[config.mk]
export PLATFORM = sky130hd
export DESIGN_NAME = sync_period_meter
export DESIGN_NICKNAME = d
export VERILOG_FILES = /design/src/rtl/spm_pkg.sv /design/src/rtl/spm_rise_det.sv /design/src/rtl/spm_sat_count.sv /design/src/rtl/spm_hmeas.sv /design/src/rtl/spm_vmeas.sv /design/src/rtl/sync_period_meter.sv
export SDC_FILE = /design/constraint.sdc
export NUM_CORES = 1
export LEC_CHECK = 0
export BUFFER_PORTS_ARGS = -buffer_cell sky130_fd_sc_hd__buf_2
export CELL_PAD_IN_SITES_DETAIL_PLACEMENT = 1
export CELL_PAD_IN_SITES_GLOBAL_PLACEMENT = 1
export CORE_MARGIN = 5
export CORE_UTILIZATION = 43
export CTS_CLUSTER_DIAMETER = 120
export DETAILED_ROUTE_END_ITERATION = 8
export PLACE_DENSITY_LB_ADDON = 0.1
export SYNTH_ARGS = -nofsm -noshare
export SYNTH_HDL_FRONTEND = slang
export SYNTH_SLANG_ARGS = --single-unit
[constraint.sdc]
create_clock -name clk -period 2.3 [get_ports clk]
set_clock_uncertainty 0.05 [all_clocks]
set_input_delay 0.115 -clock clk [delete_from_list [all_inputs] [get_ports clk]]
set_output_delay 0.115 -clock clk [all_outputs]
set_load 0.01 [all_outputs]
[src/rtl/spm_pkg.sv]
package spm_pkg;
  localparam int CNT_W = 12;
  typedef logic [CNT_W-1:0] count_t;
  localparam count_t CNT_MAX = '1;

  // high byte: polarity, three zero bits, count[11:8]; low byte: count[7:0]
  function automatic logic [15:0] pack_pair(input logic pol, input count_t c);
    return {pol, 3'b000, c[11:8], c[7:0]};
  endfunction
endpackage

[src/rtl/spm_rise_det.sv]
module spm_rise_det (
  input  logic clk,
  input  logic rst_n,
  input  logic din,
  output logic rise
);
  logic din_q;

  always_ff @(posedge clk) begin
    if (!rst_n) din_q <= 1'b0;
    else        din_q <= din;
  end

  assign rise = din & ~din_q;
endmodule

[src/rtl/spm_sat_count.sv]
module spm_sat_count
  import spm_pkg::*;
(
  input  logic   clk,
  input  logic   rst_n,
  input  logic   clr,
  input  logic   inc,
  output count_t count,
  output count_t next_val,
  output logic   at_max
);
  assign at_max   = (count == CNT_MAX);
  assign next_val = (inc && !at_max) ? count + count_t'(1) : count;

  always_ff @(posedge clk) begin
    if (!rst_n)   count <= '0;
    else if (clr) count <= '0;
    else          count <= next_val;
  end
endmodule

[src/rtl/spm_hmeas.sv]
module spm_hmeas
  import spm_pkg::*;
#(
  parameter int LINES_LOG2 = 3
) (
  input  logic   clk,
  input  logic   rst_n,
  input  logic   rise,
  output count_t hold
);
  logic                  armed;
  logic [LINES_LOG2-1:0] line;
  logic                  last_line;
  logic                  capture;
  logic                  restart;
  count_t                cnt, cnt_next;
  logic                  cnt_max;

  assign last_line = (line == '1);
  assign capture   = rise && armed && last_line;
  assign restart   = rise && (!armed || last_line);

  spm_sat_count u_cnt (
    .clk      (clk),
    .rst_n    (rst_n),
    .clr      (restart),
    .inc      (1'b1),
    .count    (cnt),
    .next_val (cnt_next),
    .at_max   (cnt_max)
  );

  always_ff @(posedge clk) begin
    if (!rst_n) begin
      armed <= 1'b0;
      line  <= '0;
      hold  <= '0;
    end else begin
      if (rise) armed <= 1'b1;
      if (restart)   line <= '0;
      else if (rise) line <= line + 1'b1;
      if (capture)      hold <= cnt_next;
      else if (cnt_max) hold <= CNT_MAX;
    end
  end
endmodule

[src/rtl/spm_vmeas.sv]
module spm_vmeas
  import spm_pkg::*;
#(
  parameter int DIV_LOG2 = 6
) (
  input  logic   clk,
  input  logic   rst_n,
  input  logic   rise,
  output logic   evt_req,
  output count_t value
);
  logic [DIV_LOG2-1:0] pre;
  logic                tick;
  logic                armed;
  logic                timeout;
  logic                start;
  count_t              cnt, cnt_next;
  logic                cnt_max;

  assign tick    = &pre;
  assign timeout = tick && cnt_max;
  assign start   = rise || timeout;

  spm_sat_count u_cnt (
    .clk      (clk),
    .rst_n    (rst_n),
    .clr      (start),
    .inc      (tick),
    .count    (cnt),
    .next_val (cnt_next),
    .at_max   (cnt_max)
  );

  always_ff @(posedge clk) begin
    if (!rst_n) begin
      pre   <= '0;
      armed <= 1'b0;
    end else begin
      if (start) pre <= '0;
      else       pre <= pre + 1'b1;
      if (rise) armed <= 1'b1;
    end
  end

  assign evt_req = (rise && armed) || timeout;
  assign value   = (timeout && !rise) ? CNT_MAX : cnt_next;
endmodule

[src/rtl/sync_period_meter.sv]
module sync_period_meter
  import spm_pkg::*;
#(
  parameter int VDIV_LOG2   = 6,
  parameter int HLINES_LOG2 = 3
) (
  input  logic       clk,
  input  logic       rst_n,
  input  logic       hsync_in,
  input  logic       vsync_in,
  input  logic       hpol_in,
  input  logic       vpol_in,
  output logic [7:0] hper_hi,
  output logic [7:0] hper_lo,
  output logic [7:0] vper_hi,
  output logic [7:0] vper_lo,
  output logic       meas_evt
);
  logic        h_rise, v_rise, v_evt;
  count_t      h_hold, v_val;
  logic [15:0] h_reg, v_reg;

  spm_rise_det u_hedge (.clk(clk), .rst_n(rst_n), .din(hsync_in), .rise(h_rise));
  spm_rise_det u_vedge (.clk(clk), .rst_n(rst_n), .din(vsync_in), .rise(v_rise));

  spm_hmeas #(.LINES_LOG2(HLINES_LOG2)) u_h (
    .clk(clk), .rst_n(rst_n), .rise(h_rise), .hold(h_hold)
  );

  spm_vmeas #(.DIV_LOG2(VDIV_LOG2)) u_v (
    .clk(clk), .rst_n(rst_n), .rise(v_rise), .evt_req(v_evt), .value(v_val)
  );

  always_ff @(posedge clk) begin
    if (!rst_n) begin
      h_reg    <= '0;
      v_reg    <= '0;
      meas_evt <= 1'b0;
    end else begin
      meas_evt <= v_evt;
      if (v_evt) begin
        h_reg <= pack_pair(hpol_in, h_hold);
        v_reg <= pack_pair(vpol_in, v_val);
      end
    end
  end

  assign hper_hi = h_reg[15:8];
  assign hper_lo = h_reg[7:0];
  assign vper_hi = v_reg[15:8];
  assign vper_lo = v_reg[7:0];
endmodule

==> flow_summary.toml, run 1 <==
[cells_and_area]
fin_util_pct = 50.91
layout_common_cells = "dfxtp_1 (76), nand2_1 (44), nor2_1 (44)"
num_antenna_cells = 0
final_cell_area_um2 = 3633
final_common_cell = "dfxtp_1"
drive_above_1_share_pct = 17.17
area_growth_syn_to_layout_pct = 16.53
nNetsFinal = 402

[grt]
grt_max_degree = 22
grt.total_usage_pct = 18.05
grt_pass1_wl_um = 12720
grt_overflow_total = 0
grt_pass1_vias = 2564
antenna_found_initial = 0

[clocking]
numCtsBuffers = 9
htree_num_levels = 3
clockBufferDepth = 2
clkSlewWorstSetupHoldPaths_ns = 0.08
clkLatencyLatePin_ns = 0.35
numClockSinks = 76
cts-root-buf = "clkbuf_8"
cts.repair.resized = 0
cts_tree = "built"

[setup_path]
critical_path.endpoint_type = "flop"
worst-path-buf-inv = 0
crit_chain = "ha_1 > and4_1 > nand4_4 > or4b_1 > o21ai_2 > a21oi_1"
cp.arrival_ns = 2.23
critPathTopFamily = "simple AND/OR/NAND/NOR gates"
cp-start-kind = "flop"
critPathRequiredTime_ns = 2.49
crit_fanout = 10
slowest_stage = "or4b_1"
critPathKind = "flop to flop"
worst_path_largest_cell_delay_ns = 0.57

[timing]
setup_tns_ns = 0
fmax_ghz = 0.4886
rsz0062_at_grt = "no"
setup-violations-final = 0
post-route-period-util_pct = 88.99
worst_pin_slew_ns = 0.7072
hold_violations = 0
holdWs_ns = 0.009522
min_period_ns = 2.047
slew_violations = 0
slew_headroom_pct = 52.80

[floorplanning]
core_area_um2 = 7137
num_rows = 31
die_y_um = 95.16
pin_count = 39
start_util_pct = 43.69
die_area_um2 = 9054
die_x_um = 95.16

[place]
dp_hpwl_um = 5070
gp_congestion = 0.7933
io_buffer_count = 32
dpl-instance-area_um2 = 3344

[detailed_routing]
routed_via_density = 5.202
drc = 0
drt_wl_total_um = 7442
wl_per_cell_um = 15.03
dr.pass1.iters = 4
dr.first_iter.drc_count = 94
ant_nets = 0
vias = 2575

[logic_synthesis]
seq_area_frac_synth_pct = 48.80
synth.avg_cell_area_um2 = 8.833
synth_area_um2 = 3118
synth.distinct_cells = 46
netlist_instances = 353
ys_ff_latch = 76
yosysWarningCount = 0

[power_and_ir_drop]
power_density_nw_per_um2 = 755.0
p_leak_nw = 1.426
ir_worst_vdd_mv = 0.2822

[outcome]
status = "complete, no violations"

[run]
drv_cap = 0

[min_path]
min_path_type = "primary input to flop"
[path summary, 6_finish.rpt]
check,from,to,slack (ns),depth (start not counted)
setup / recovery,u_v.pre[0],v_reg[10],0.25,6
hold reg to reg,h_reg[3],h_reg[3],0.40,2
setup reg to reg,u_v.pre[0],v_reg[10],0.25,6
hold / removal,rst_n,u_h.hold[7],0.01,3
[per-layer routing]
metal | part of all wire [%] | up-vias | track usage (%)
li1 | - | 1278 | -
met1 | 51 | 1244 | 24.63
met2 | 44 | 41 | 27.64
met3 | 3.8 | 12 | 4.657
met4 | 1.7 | 0 | 6.130
met5 | 0 | - | 0
[report_power, final]
group | switching (W) | internal (W)
combinational | 0.0000824 | 0.0000485
sequential | 0.0000147 | 0.00134
clock | 0.000508 | 0.000750
total | 0.000605 | 0.00214
[area by class of cell]
type	instances	area, um2
tap	99	123.9
fill	881	3503
timing repair buffer	44	260.3
clock inverter	6	111.4
multi-input combinational	255	1460
inverter	5	18.77
clock buffer	10	137.6
sequential	76	1521
[repair_timing]
action	CTS	global route
endpoints found under the setup margin	0	0
hold buffers	4	0
setup buffers	0	0
endpoints found under the hold margin	4	0
[kinds of logic (layout without fill, tap and decap cells)]
family                     Yosys count  after routing  synth area share [%]
buffers and inverters               27             65                 4.976
and+or+nand+nor                    142            142                 22.51
other                                1              6                0.1203
muxes                                8              8                 2.608
adders and majority gates            5              5                 2.006
xor gates and xnor gates            17             17                 4.776
AOI/OAI and AO/OA                   77             77                 14.21
DFF                                 76             76                 48.80
[Yosys cell counts, drive strengths merged]
cell / instances / area [um2]
inv: 5 / 18.77
or4: 1 / 11.26
and4: 4 / 35.03
dfxtp: 76 / 1521
a221oi: 1 / 8.760
nor4: 3 / 18.77
and3b: 1 / 8.760
nand2b: 2 / 12.51
and3: 5 / 31.28
nand4: 6 / 52.55
buf: 14 / 106.4
o211ai: 2 / 20.02
o211a: 1 / 10.01
or2: 1 / 6.260
conb: 1 / 3.750
nor2: 44 / 165.2
nor3: 4 / 20.02
or4b: 1 / 10.01
a211oi: 1 / 7.510
o21a: 1 / 7.510
a31oi: 3 / 18.77
o21bai: 1 / 7.510
clkbuf: 8 / 30.03
nand2: 45 / 171.4
nand3b: 1 / 7.510
mux2i: 7 / 70.07
and2: 4 / 25.02
nor2b: 1 / 6.260
nand3: 16 / 97.60
xnor2: 9 / 78.83
mux2: 1 / 11.26
o31ai: 1 / 21.27
nor3b: 3 / 22.52
o21ai: 28 / 151.4
a21oi: 38 / 190.2
ha: 5 / 62.56
xor2: 8 / 70.07
[tightest hold or removal path, delay by kind of cell]
family	cells	cell delay [ns]
AOI/OAI and AO/OA	2	0.11
buffers and inverters	1	0.14
[stage by stage]
| step | std cells | power (W) | worst slack (ns) |
|---|---|---|---|
| after global placement | 475 | 0.001508 | 0.2670 |
| after CTS | 495 | 0.002757 | 0.2252 |
| after detailed placement | 475 | 0.001512 | 0.2468 |
| after global routing | 495 | 0.002851 | 0.08748 |
| after floorplan | 358 | 0.001472 | 0.4384 |
| final | 495 | 0.002743 | 0.2533 |
No activity file was read; power rests on OpenSTA's default activity.
==> run 2, diff against run 1 <==
--- a/config.mk
+++ b/config.mk
@@ -9,10 +9,11 @@
 export CELL_PAD_IN_SITES_DETAIL_PLACEMENT = 1
 export CELL_PAD_IN_SITES_GLOBAL_PLACEMENT = 1
 export CORE_MARGIN = 5
-export CORE_UTILIZATION = 43
+export CORE_UTILIZATION = 45
 export CTS_CLUSTER_DIAMETER = 120
 export DETAILED_ROUTE_END_ITERATION = 8
 export PLACE_DENSITY_LB_ADDON = 0.1
 export SYNTH_ARGS = -nofsm -noshare
 export SYNTH_HDL_FRONTEND = slang
+export SYNTH_HIERARCHICAL = 1
 export SYNTH_SLANG_ARGS = --single-unit
==> run 2 against run 1 <==
Compared with the run above: fmax fell by 6.6%; first-iteration DRC count decreased by 46%; design area is 20% higher; synthesized cell count rose by 10%; total power decreased by 8.1%; worst hold slack improved by 0.12 ns; flip-flop and latch count is the same; utilization increased by 2.5 points; combinational power is essentially flat; sequential share of layout area fell by 6.9 points; clock power down 17%; largest cell class is now multi-input gates.
==> flow_summary.toml, run 2 <==
[outcome]
status = "complete, no violations"

[cells_and_area]
nNetsFinal = 454
final_common_cell = "dfxtp_1"
final_cell_area_um2 = 4370
drive_above_1_share_pct = 25.89
area_growth_syn_to_layout_pct = 16.63
fin_util_pct = 53.46
layout_common_cells = "dfxtp_1 (73), mux2i_1 (42), nand2_1 (34)"
num_antenna_cells = 0
fillers = 973

[logic_synthesis]
ys_ff_latch = 76
synth_edf_count = 0
yosys-top-cells-area = "dfxtp_1 (41%), mux2i_1 (11%), nor2b_1 (4.7%)"
netlist_instances = 389
yosysMostFrequentCell = "dfxtp_1"
yosysTopAreaCellShare_pct = 40.60
synth_area_um2 = 3747
seq_area_frac_synth_pct = 40.60
yosys.area.top_type = "dfxtp_1"
synth-main-ff-cell = "dfxtp_1"
synth.distinct_cells = 49
synth_common_cells = "dfxtp_1 (76), mux2i_1 (42), nand2_1 (34)"
synth.avg_cell_area_um2 = 9.633
yosysWarningCount = 6
postSynth.asyncResetShare_pct = 0

[setup_path]
critical_path.endpoint_type = "flop"
crit_chain = "ha_4 > nand4_4 > nor2_4 > nand4_1 > nor3_4 > mux2_4 > or2_4 > mux2i_1 > nor2b_1"
r2r-end = "v_reg[8]"
worst_path_largest_cell_delay_ns = 0.38
cp.arrival_ns = 2.40
startpoint = "u_v/pre[1]"
crit_fanout = 4
critPathKind = "flop to flop"
cp-start-kind = "flop"
slowest_stage = "dfxtp_4"
r2r_start = "u_v/pre[1]"
worst_r2r_path_depth = 9
ff2ff_setup_slack_ns = 0.11
critPathRequiredTime_ns = 2.50

[floorplanning]
die_y_um = 101.3
pin_count = 39
die_area_um2 = 10250
start_util_pct = 45.84
die_x_um = 101.3
core_area_um2 = 8175
num_rows = 33

[place]
dpl-instance-area_um2 = 4036
dp_hpwl_um = 6102
io_buffer_count = 32
gp_congestion = 0.7969

[power_and_ir_drop]
p_leak_nw = 1.830
ir_worst_vdd_mv = 0.3514
power_density_nw_per_um2 = 577.0

[grt]
grt_max_degree = 38
grt.total_usage_pct = 17.88
grt_pass1_vias = 3019
grt_overflow_total = 0
antenna_found_initial = 0
grt_pass1_wl_um = 14460

[detailed_routing]
dr.first_iter.drc_count = 51
routed_via_density = 5.186
ant_nets = 0
dr.pass1.iters = 4
wl_per_cell_um = 15.52
drt_wl_total_um = 8583
drc = 0
vias = 2868

[min_path]
hold_depth = 2
hold_start = "rst_n"
min_path_type = "primary input to flop"
hold_path_end = "u_v/armed"

[timing]
min_period_ns = 2.192
setup-violations-final = 0
slew_violations = 0
post-route-period-util_pct = 95.30
setup_tns_ns = 0
hold_violations = 0
fmax_ghz = 0.4562

[clocking]
clkLatencyLatePin_ns = 0.36
numCtsBuffers = 9
numClockSinks = 76
cts_tree = "built"
cts-root-buf = "clkbuf_8"
clockBufferDepth = 2
htree_num_levels = 3
clkSlewWorstSetupHoldPaths_ns = 0.09

[run]
drv_cap = 0
-- run 2: cell count changes after synthesis, sizes merged, moves of 10 or more --
cell / previous run / this run
mux2i: 7 / 42
nor2: 44 / 29
and2: 4 / 14
nor2b: 1 / 30
a21oi: 38 / 11
or2: 1 / 13
o21ai: 28 / 17
-- run 2: repair_timing --
action | in CTS | in global routing
gates resized for setup | 1 | 17
buffers inserted | 0 | 3
hold buffers | 4 | 0
pin swaps | 0 | 5
setup endpoints to repair | 2 | 28
hold endpoints to repair | 4 | 0
-- run 2: worst max path at each step --
stage	slack, ns	cells after the start	end
global placement	0.06	9	v_reg[8]
finish	0.11	9	v_reg[8]
detailed placement	-0.02	9	v_reg[8]
CTS	0.01	9	v_reg[11]
floorplan	0.02	9	v_reg[8]
global route	-0.02	9	v_reg[8]
-- run 2: power breakdown --
group	switching [W]	internal, W
Clock	0.000544	0.000507
Sequential	0.0000106	0.00133
Combinational	0.0000724	0.0000601
-- run 2: logic make-up after synthesis --
family	Yosys count	share of synthesized area, %
AND/OR/NAND/NOR	171	27.38
buffers and inverters	29	5.709
AO/OA/AOI/OAI	48	8.748
adder cells (fa/ha/maj)	5	1.669
XOR/XNOR	8	1.870
flip-flops	76	40.60
other	2	0.2004
multiplexers	50	13.82
-- run 2: metrics by stage --
stage	hold WS [ns]	instances	total power (W)	setup WS, ns
2_1_floorplan	0.1826	399	0.001470	0.02150
3_3_place_gp	0.2859	530	0.001491	0.06494
3_5_place_dp	0.2871	530	0.001496	-0.01710
4_1_cts	0.1128	550	0.002556	0.01480
5_1_grt	0.1495	553	0.002638	-0.02080
6_report	0.1313	553	0.002522	0.1082
-- run 2: per-layer routing --
| metal | global-route usage [%] | vias up | share of wire, % |
|---|---|---|---|
| met5 | 0 | - | 0 |
| met4 | 7.260 | 0 | 2.5 |
| met3 | 3.650 | 16 | 2.6 |
| met2 | 32.60 | 34 | 53 |
| met1 | 20.21 | 1384 | 42 |
| li1 | - | 1434 | - |
-- run 2: worst max-delay path, delay by kind of cell, from the launching register on --
kind,cells,cell delay [ns]
simple gates,6,1.05
fa+ha+maj,1,0.15
mux,2,0.46
flops,1,0.38
-- run 2: final cells by class --
class,count,area [um2],share of cell area (%)
multi-input combinational,294,2121,48.53
inverter,5,18.77,0.4294
tap,105,131.4,3.006
timing repair buffer,57,374.1,8.560
clock buffer,9,123.9,2.834
sequential,76,1528,34.96
clock inverter,7,73.82,1.689
